<file path="config.mk">
export PLATFORM = sky130hd
export DESIGN_NAME = fpan_unit
export DESIGN_NICKNAME = d
export VERILOG_FILES = /design/src/rtl/fpan_pkg.sv /design/src/rtl/fpan_quieter.sv /design/src/rtl/fpan_lane.sv /design/src/rtl/fpan_unit.sv
export SDC_FILE = /design/constraint.sdc
export NUM_CORES = 1
export LEC_CHECK = 0
export BUFFER_PORTS_ARGS = -buffer_cell sky130_fd_sc_hd__buf_2
export CELL_PAD_IN_SITES_DETAIL_PLACEMENT = 1
export CELL_PAD_IN_SITES_GLOBAL_PLACEMENT = 1
export CORE_UTILIZATION = 27
export CTS_BUF_LIST = sky130_fd_sc_hd__clkbuf_4 sky130_fd_sc_hd__clkbuf_8 sky130_fd_sc_hd__clkbuf_16
export CTS_CLUSTER_SIZE = 30
export DETAILED_ROUTE_END_ITERATION = 8
export HOLD_SLACK_MARGIN = 0.06
export PLACE_DENSITY = 0.86
export SLEW_MARGIN = 20
export SYNTH_ARGS = -nofsm -noshare
export SYNTH_HDL_FRONTEND = slang
export SYNTH_SLANG_ARGS = --single-unit
</file>
<file path="constraint.sdc">
create_clock -name clk -period 1.3 [get_ports clk]
set_input_delay 0.195 -clock clk [delete_from_list [all_inputs] [get_ports clk]]
set_output_delay 0.195 -clock clk [all_outputs]
set_load 0.01 [all_outputs]
</file>
<file path="src/rtl/fpan_pkg.sv">
package fpan_pkg;

    // Default field widths of the two supported formats
    localparam int SGL_EXP  = 8;
    localparam int SGL_FRAC = 23;
    localparam int DBL_EXP  = 11;
    localparam int DBL_FRAC = 52;

    typedef enum logic {
        OP_ABS = 1'b0,
        OP_NEG = 1'b1
    } op_e;

    typedef enum logic [1:0] {
        CL_NUM,
        CL_ZERO,
        CL_QNAN,
        CL_SNAN
    } cls_e;

endpackage

</file>
<file path="src/rtl/fpan_quieter.sv">
// Turns a signalling NaN into a quiet NaN using one of two schemes.
module fpan_quieter #(
    parameter int EXP  = 11,
    parameter int FRAC = 52,
    localparam int W   = 1 + EXP + FRAC
) (
    input  logic            mode,
    input  logic            sign_in,
    input  logic [FRAC-1:0] frac_in,
    output logic [W-1:0]    nan_out
);

    logic [FRAC-1:0] frac_kept;
    logic [FRAC-1:0] frac_fix;

    always_comb begin
        frac_kept = frac_in;
        frac_kept[FRAC-1] = 1'b0;
        frac_fix = frac_kept;
        if (frac_kept == '0) begin
            frac_fix[FRAC-2] = 1'b1;
        end
        if (mode) begin
            nan_out = {sign_in, {EXP{1'b1}}, frac_fix};
        end else begin
            nan_out = {1'b0, {EXP{1'b1}}, 1'b0, {(FRAC-1){1'b1}}};
        end
    end

endmodule

</file>
<file path="src/rtl/fpan_lane.sv">
// One format lane: classify the operand and form the arithmetic result.
module fpan_lane
    import fpan_pkg::*;
#(
    parameter int EXP  = 11,
    parameter int FRAC = 52,
    localparam int W   = 1 + EXP + FRAC
) (
    input  logic         q_mode,
    input  op_e          op,
    input  logic [W-1:0] x,
    output logic [W-1:0] y,
    output logic         snan
);

    logic            x_sign;
    logic [EXP-1:0]  x_exp;
    logic [FRAC-1:0] x_frac;
    cls_e            cls;
    logic [W-1:0]    quiet_nan;

    assign x_sign = x[W-1];
    assign x_exp  = x[W-2:FRAC];
    assign x_frac = x[FRAC-1:0];

    always_comb begin
        if (&x_exp && |x_frac) begin
            cls = x_frac[FRAC-1] ? CL_SNAN : CL_QNAN;
        end else if (x_exp == '0 && x_frac == '0) begin
            cls = CL_ZERO;
        end else begin
            cls = CL_NUM;
        end
    end

    fpan_quieter #(
        .EXP (EXP),
        .FRAC(FRAC)
    ) i_quieter (
        .mode   (q_mode),
        .sign_in(x_sign),
        .frac_in(x_frac),
        .nan_out(quiet_nan)
    );

    always_comb begin
        snan = 1'b0;
        unique case (cls)
            CL_QNAN: y = x;
            CL_SNAN: begin
                y    = quiet_nan;
                snan = 1'b1;
            end
            // 0 - (+0) = -0 and 0 - (-0) = +0 when rounding toward -inf
            CL_ZERO: y = {(op == OP_NEG) ? ~x_sign : 1'b0, x_exp, x_frac};
            default: y = {(op == OP_NEG) ? ~x_sign : 1'b0, x_exp, x_frac};
        endcase
    end

endmodule

</file>
<file path="src/rtl/fpan_unit.sv">
module fpan_unit
    import fpan_pkg::*;
#(
    parameter int EXP_D  = DBL_EXP,
    parameter int FRAC_D = DBL_FRAC,
    parameter int EXP_S  = SGL_EXP,
    parameter int FRAC_S = SGL_FRAC,
    localparam int W_D   = 1 + EXP_D + FRAC_D,
    localparam int W_S   = 1 + EXP_S + FRAC_S
) (
    input  logic           clk,
    input  logic           rst,
    input  logic           op_valid,
    input  logic           op_sel,
    input  logic           fmt_dbl,
    input  logic           quiet_mode,
    input  logic [W_D-1:0] op_in,
    output logic           res_valid,
    output logic [W_D-1:0] res_out,
    output logic           res_invalid
);

    typedef struct packed {
        logic           vld;
        logic           inv;
        logic [W_D-1:0] res;
    } state_t;

    state_t         st_d;
    state_t         st_q;
    op_e            op;
    logic [W_D-1:0] res_dbl;
    logic [W_S-1:0] res_sgl;
    logic           snan_dbl;
    logic           snan_sgl;

    assign op = op_e'(op_sel);

    fpan_lane #(
        .EXP (EXP_D),
        .FRAC(FRAC_D)
    ) i_lane_dbl (
        .q_mode(quiet_mode),
        .op    (op),
        .x     (op_in),
        .y     (res_dbl),
        .snan  (snan_dbl)
    );

    fpan_lane #(
        .EXP (EXP_S),
        .FRAC(FRAC_S)
    ) i_lane_sgl (
        .q_mode(quiet_mode),
        .op    (op),
        .x     (op_in[W_S-1:0]),
        .y     (res_sgl),
        .snan  (snan_sgl)
    );

    always_comb begin
        st_d.vld = op_valid;
        if (fmt_dbl) begin
            st_d.res = res_dbl;
            st_d.inv = op_valid & snan_dbl;
        end else begin
            st_d.res = {{(W_D - W_S){1'b0}}, res_sgl};
            st_d.inv = op_valid & snan_sgl;
        end
    end

    always_ff @(posedge clk) begin
        if (rst) begin
            st_q <= '0;
        end else begin
            st_q <= st_d;
        end
    end

    assign res_valid   = st_q.vld;
    assign res_invalid = st_q.inv;
    assign res_out     = st_q.res;

endmodule

</file>
==> results.json, run 1 <==
{
  "status": "completed",
  "criticalPathCategory": "in2reg",
  "synth-seq-area-share": 0.603,
  "wl_um": 6770,
  "clkSinkCount": 66,
  "synth.avg_cell_area_um2": 9.61,
  "leakagePower_nw": 1.72,
  "power.ir.vdd_worst_mv": 0.549,
  "cts_setup_buffers": 0,
  "gp_congestion": 0.724,
  "critical_path.max_fanout": 12,
  "worst_setup_hold_path_clk_slew_ps": 70,
  "post_synth_xor_area_fraction": 0,
  "die-area_um2": 8480,
  "num_io_pins": 136,
  "crit_required_ps": 1560,
  "netlist-cell-type-count": 30,
  "num_cts_buffers": 9,
  "first_pass_grt_wire_length_um": 10700,
  "drv_cap": 0,
  "number_of_global_route_vias_before_repair": 2277,
  "netSwitchingPower_mw": 1.02,
  "post_synth_mux_area_share": 0.00457,
  "drc": 0,
  "yosys.area_share.simple": 0.223,
  "worst-endpoint-arrival_ps": 1470,
  "maximum_clock_frequency_mhz": 830,
  "count_of_yosys_warnings_during_synthesis": 0,
  "synth_compound_gate_area_share": 0.120,
  "power_density_nw_per_um2": 1410,
  "drtPass1Iterations": 4,
  "core_um2": 7810,
  "main_combinational_cell_family_by_area_after_synthesis": "simple AND/OR/NAND/NOR gates",
  "drive_above_1_share": 0.461,
  "final_max_slew_viol_count": 0,
  "final_nets": 451,
  "grt_use_total": 0.163,
  "postSynthCellCount": 228,
  "drt_via_density": 4.55,
  "grt_start_max_net_pins": 24,
  "critical_path.endpoint_type": "register",
  "yosys_reg_bits": 66,
  "synth-adder-area-share": 0,
  "grt_antenna_before_repair": 0,
  "setup_violations": 0,
  "post_drt_wl_per_cell_um": 13.9,
  "max_slew.worst_pin.slew_ps": 605,
  "cts_tree": "yes",
  "vias": 2222,
  "p_seq_frac": 0.448,
  "detailedRoute.firstIterationViolations": 34,
  "layout.cells.non_filler": 488,
  "cts_htree_levels": 3,
  "fin_setup_tns_ps": 0,
  "layout.filler_cells": 961,
  "hp-class": "in2reg",
  "mappedNetlistNets": 298,
  "setup_repair_after_global_routing_missed_its_margin": "no",
  "placed_cells": 472,
  "power.switching_fraction": 0.215,
  "cts.path.max_buffers": 2,
  "final_min_period_over_clock_period": 0.927,
  "dp_hpwl_um": 5350,
  "internal_power_mw": 3.75,
  "final_antenna_net_count": 0,
  "chipWidth_um": 92.1,
  "worst_setup_path_start_kind": "primary input",
  "power.share.clock": 0.451,
  "antenna-diode-count": 0,
  "min_period_ps": 1210,
  "timing.final.hold_violations": 0,
  "root_driver": "sky130_fd_sc_hd__clkbuf_8",
  "number_of_port_buffers": 135,
  "floorplan.die.height_um": 92.1,
  "synth.cell_area_um2": 2190,
  "combinational_group_share_of_total_power": 0.100,
  "start_util": 0.281,
  "num_rows": 32,
  "worst_slew_margin_rel": 0.597,
  "grt_overflow_total": 0,
  "area.growth.synth_to_final_pct": 54.1
}
## cell families after synthesis
group / after synthesis
AOI/OAI and AO/OA: 39
buffers and inverters: 26
DFF: 66
muxes: 1
and+or+nand+nor: 96
## power groups by stage
stage                     Clock (mW)  Sequential (mW)  Combinational, mW
after floorplan                    0             2.24              0.130
after global routing            2.31             2.14              0.526
final                           2.15             2.14              0.477
after CTS                       2.21             2.14              0.479
after global placement             0             2.18              0.461
after detailed placement           0             2.19              0.476
## per-layer routing
layer,up-vias,GRT usage,part of all wire
met4,0,0.0664,0.015
li1,1083,-,-
met3,10,0.0423,0.057
met5,-,0,0
met1,1051,0.181,0.42
met2,78,0.295,0.51
## metrics by stage
stage               instance area (µm²)  power [mW]  worst slack (ps)  hold slack [ps]   util
CTS                                3350        4.82              43.4             68.1  0.430
global route                       3380        4.98              2.32             76.6  0.433
detailed placement                 3100        2.66              -307              423  0.397
floorplan                          2190        2.37              40.1              316      -
global placement                   3100        2.64              -264              415  0.397
finish                             3380        4.77              94.6             81.6  0.433
## cells in the final DEF, fill, tap and decap left out, types with 3 or more instances in the layout
master and count:
sky130_fd_sc_hd__nand4_1 5, sky130_fd_sc_hd__dfxtp_1 66, sky130_fd_sc_hd__nor4_1 9, sky130_fd_sc_hd__nand3_1 3, sky130_fd_sc_hd__o21ai_0 3, sky130_fd_sc_hd__nor2_1 47
sky130_fd_sc_hd__nor3_1 5, sky130_fd_sc_hd__a21oi_1 10, sky130_fd_sc_hd__clkbuf_8 11, sky130_fd_sc_hd__bufinv_16 3, sky130_fd_sc_hd__nand2_1 3, sky130_fd_sc_hd__inv_1 13
sky130_fd_sc_hd__and3_1 12, sky130_fd_sc_hd__buf_4 18, sky130_fd_sc_hd__buf_2 135, sky130_fd_sc_hd__nor2b_1 3, sky130_fd_sc_hd__nor4_2 3, sky130_fd_sc_hd__o21a_1 18
## repair_timing
action	4_1_cts	5_1_grt
resized for setup	0	5
hold buffers	0	0
hold endpoints to repair	0	0
endpoints found under the setup margin	0	13
## Yosys cell counts
cell type	n	area share
sky130_fd_sc_hd__a221oi_1	1	0.0040
sky130_fd_sc_hd__nand4_2	1	0.0057
sky130_fd_sc_hd__a21oi_1	10	0.023
sky130_fd_sc_hd__a2bb2oi_1	1	0.0040
sky130_fd_sc_hd__nand2b_1	1	0.0029
sky130_fd_sc_hd__buf_2	3	0.0068
sky130_fd_sc_hd__nor4_1	12	0.034
sky130_fd_sc_hd__and3_1	12	0.034
sky130_fd_sc_hd__nor4_4	1	0.0097
sky130_fd_sc_hd__clkbuf_1	8	0.014
sky130_fd_sc_hd__o21a_1	18	0.062
sky130_fd_sc_hd__a32o_1	1	0.0046
sky130_fd_sc_hd__nor2_1	47	0.080
sky130_fd_sc_hd__a31oi_1	2	0.0057
sky130_fd_sc_hd__nor2b_1	3	0.0086
sky130_fd_sc_hd__mux2i_1	1	0.0046
sky130_fd_sc_hd__dfxtp_1	66	0.60
sky130_fd_sc_hd__buf_4	2	0.0068
sky130_fd_sc_hd__nor3_1	5	0.011
sky130_fd_sc_hd__o21ai_0	3	0.0068
sky130_fd_sc_hd__o31ai_1	1	0.0034
sky130_fd_sc_hd__o31a_1	1	0.0040
sky130_fd_sc_hd__nand3_1	3	0.0068
sky130_fd_sc_hd__or2_2	1	0.0029
sky130_fd_sc_hd__nand3b_1	1	0.0034
sky130_fd_sc_hd__inv_1	13	0.022
sky130_fd_sc_hd__nand2_1	3	0.0051
sky130_fd_sc_hd__or3_1	1	0.0029
sky130_fd_sc_hd__nand4_1	5	0.014
sky130_fd_sc_hd__a21boi_0	1	0.0034
## final cells by class
cell class	instances	area, µm²	area share
timing repair buffer	155	842	0.249
clock inverter	4	97.6	0.0289
inverter	13	48.8	0.0144
clock buffer	12	159	0.0470
sequential	66	1320	0.391
tap	102	128	0.0378
multi-input combinational	136	782	0.231
## critical path: stages
cell                       delay (ps)
sky130_fd_sc_hd__buf_2            120
sky130_fd_sc_hd__nand2b_1         190
sky130_fd_sc_hd__nor4_4           400
sky130_fd_sc_hd__a32o_2           210
sky130_fd_sc_hd__buf_4            180
sky130_fd_sc_hd__nor2_1            50
sky130_fd_sc_hd__nor2_1           100
## path summary, 6_finish.rpt
path | start | end | slack [ps] | cells past startpoint
worst max-delay path | quiet_mode | res_out[17] | 90 | 7
worst min-delay path | op_in[19] | res_out[19] | 80 | 3
## state kept, by name, indices dropped and copies added, names as in the netlist
register / count
res_invalid: 1
res_out: 64
res_valid: 1
Power figures use the tool's default switching activity.
==> inputs of run 2 (changes only) <==
Settings changed: BUFFER_PORTS_ARGS -buffer_cell sky130_fd_sc_hd__buf_2 to unset, CORE_UTILIZATION 27 to 35, DONT_BUFFER_PORTS set to 1, PLACE_DENSITY 0.86 to 0.77.
==> results.json, run 2 (synthesis gave the netlist of run 1 again) <==
{
  "most-common-layout-cells": "66 x sky130_fd_sc_hd__dfxtp_1, 65 x sky130_fd_sc_hd__dlygate4sd3_1, 47 x sky130_fd_sc_hd__nor2_1, 18 x sky130_fd_sc_hd__o21a_1, 13 x sky130_fd_sc_hd__inv_1",
  "root_driver": "sky130_fd_sc_hd__clkbuf_8",
  "clkSinkCount": 66,
  "internal_power_mw": 3.65,
  "critical_path.endpoint_type": "register",
  "gp_congestion": 0.799,
  "cts.repair.resized": 0,
  "min_period_ps": 1100,
  "cts.path.max_buffers": 2,
  "floorplan.die.height_um": 81.1,
  "setup_violations": 0,
  "whs_endpoint": "res_invalid",
  "drv_cap": 0,
  "num_rows": 28,
  "hp-class": "in2reg",
  "final_min_period_over_clock_period": 0.845,
  "post_drt_wl_per_cell_um": 19.0,
  "grt_start_max_net_pins": 33,
  "worst-endpoint-arrival_ps": 1320,
  "final_max_slew_viol_count": 0,
  "vias": 1922,
  "path_cells": "nor4_1 -> nand4_1 -> nor3_1 -> buf_4 -> a31oi_1 -> mux2i_1",
  "power.ir.vdd_worst_mv": 0.774,
  "power_density_nw_per_um2": 1450,
  "netSwitchingPower_mw": 1.01,
  "power.switching_fraction": 0.217,
  "criticalPathCategory": "in2reg",
  "flip_flop_count_of_the_largest_register_after_layout": 64,
  "cts_setup_buffers": 0,
  "status": "completed",
  "leakagePower_nw": 1.32,
  "p_seq_frac": 0.473,
  "combinational_group_share_of_total_power": 0.070,
  "hp-start": "op_in[51]",
  "grt_antenna_before_repair": 0,
  "core_um2": 5990,
  "grt_overflow_total": 0,
  "drive_above_1_share": 0.0888,
  "cts_htree_levels": 3,
  "cts_tree": "yes",
  "layout.cells.most_common": "sky130_fd_sc_hd__dfxtp_1",
  "dp_slack_ps": -161,
  "setup_repair_after_global_routing_missed_its_margin": "no",
  "number_of_port_buffers": 0,
  "fin_setup_tns_ps": 0,
  "final_antenna_net_count": 0,
  "ctsHoldBuffers": 66,
  "antenna-diode-count": 0,
  "worst_setup_path_start_kind": "primary input",
  "critPathSlowestCell": "sky130_fd_sc_hd__nor4_1",
  "maximum_clock_frequency_mhz": 911,
  "drtPass1Iterations": 4,
  "power.share.clock": 0.457,
  "layout.filler_cells": 653,
  "crit_required_ps": 1520,
  "wl_um": 7200,
  "num_io_pins": 136,
  "final_worst_setup_slack_ps": 202,
  "drt_via_density": 5.07,
  "num_cts_buffers": 9,
  "max_slew.worst_pin.slew_ps": 694,
  "grt_use_total": 0.232,
  "detailedRoute.firstIterationViolations": 88,
  "first_pass_grt_wire_length_um": 11000,
  "timing.final.hold_violations": 0,
  "holdPathStages": 2,
  "critical_path.max_fanout": 4,
  "start_util": 0.366,
  "worst_slew_margin_rel": 0.538,
  "final_nets": 369,
  "critPathMaxStageDelay_ps": 330,
  "area.growth.synth_to_final_pct": 46.6,
  "worst_setup_hold_path_clk_slew_ps": 70,
  "number_of_global_route_vias_before_repair": 2107,
  "drc": 0,
  "chipWidth_um": 81.1,
  "die-area_um2": 6580,
  "dp_hpwl_um": 4210
}
[run 2: layout make-up]
cell class | instances | area [µm²] | area share
clock buffers | 10 | 138 | 0.0428
clock inverters | 6 | 114 | 0.0354
inverters | 13 | 48.8 | 0.0152
multi-input cells | 136 | 762 | 0.237
flip-flops and latches | 66 | 1320 | 0.411
well taps | 75 | 93.8 | 0.0292
repair buffers | 73 | 736 | 0.229
[run 2: worst max-delay path: cells and delay by family]
kind / cells / cell delay, ps
compound gates: 1 / 90
buf+inv: 1 / 160
mux: 1 / 140
simple gates: 3 / 730
[run 2: metrics by stage]
stage,hold slack [ps],utilization,power [mW],std cells,cell area (µm²)
floorplan,316,-,2.37,228,2190
global placement,270,0.382,2.38,297,2290
detailed placement,271,0.382,2.38,297,2290
CTS,64.9,0.536,4.69,379,3210
global route,86.2,0.536,4.83,379,3210
finish,78.2,0.536,4.66,379,3210
[run 2: per-layer routing]
layer / vias up / share of wire / GRT usage
li1: 919 / - / -
met3: 21 / 0.082 / 0.0888
met1: 883 / 0.37 / 0.231
met2: 99 / 0.51 / 0.409
met5: - / 0 / 0
met4: 0 / 0.042 / 0.138
[run 2: worst max-delay path by stage]
| stage | startpoint | endpoint | slack (ps) | depth (start not counted) |
|---|---|---|---|---|
| after global placement | op_in[6] | res_out[63] | -180 | 6 |
| after CTS | op_in[6] | res_out[63] | 210 | 6 |
| after detailed placement | op_in[6] | res_out[63] | -160 | 6 |
| final | op_in[9] | res_out[63] | 200 | 6 |
| after global routing | op_in[21] | res_out[63] | 70 | 6 |
| after floorplan | op_in[8] | res_out[63] | 40 | 5 |
[run 2: power groups by stage]
stage,Combinational [mW],Sequential (mW),Clock (mW)
3_5_place_dp,0.134,2.25,0
5_1_grt,0.355,2.22,2.26
2_1_floorplan,0.130,2.24,0
4_1_cts,0.319,2.21,2.17
3_3_place_gp,0.127,2.25,0
6_report,0.325,2.21,2.13
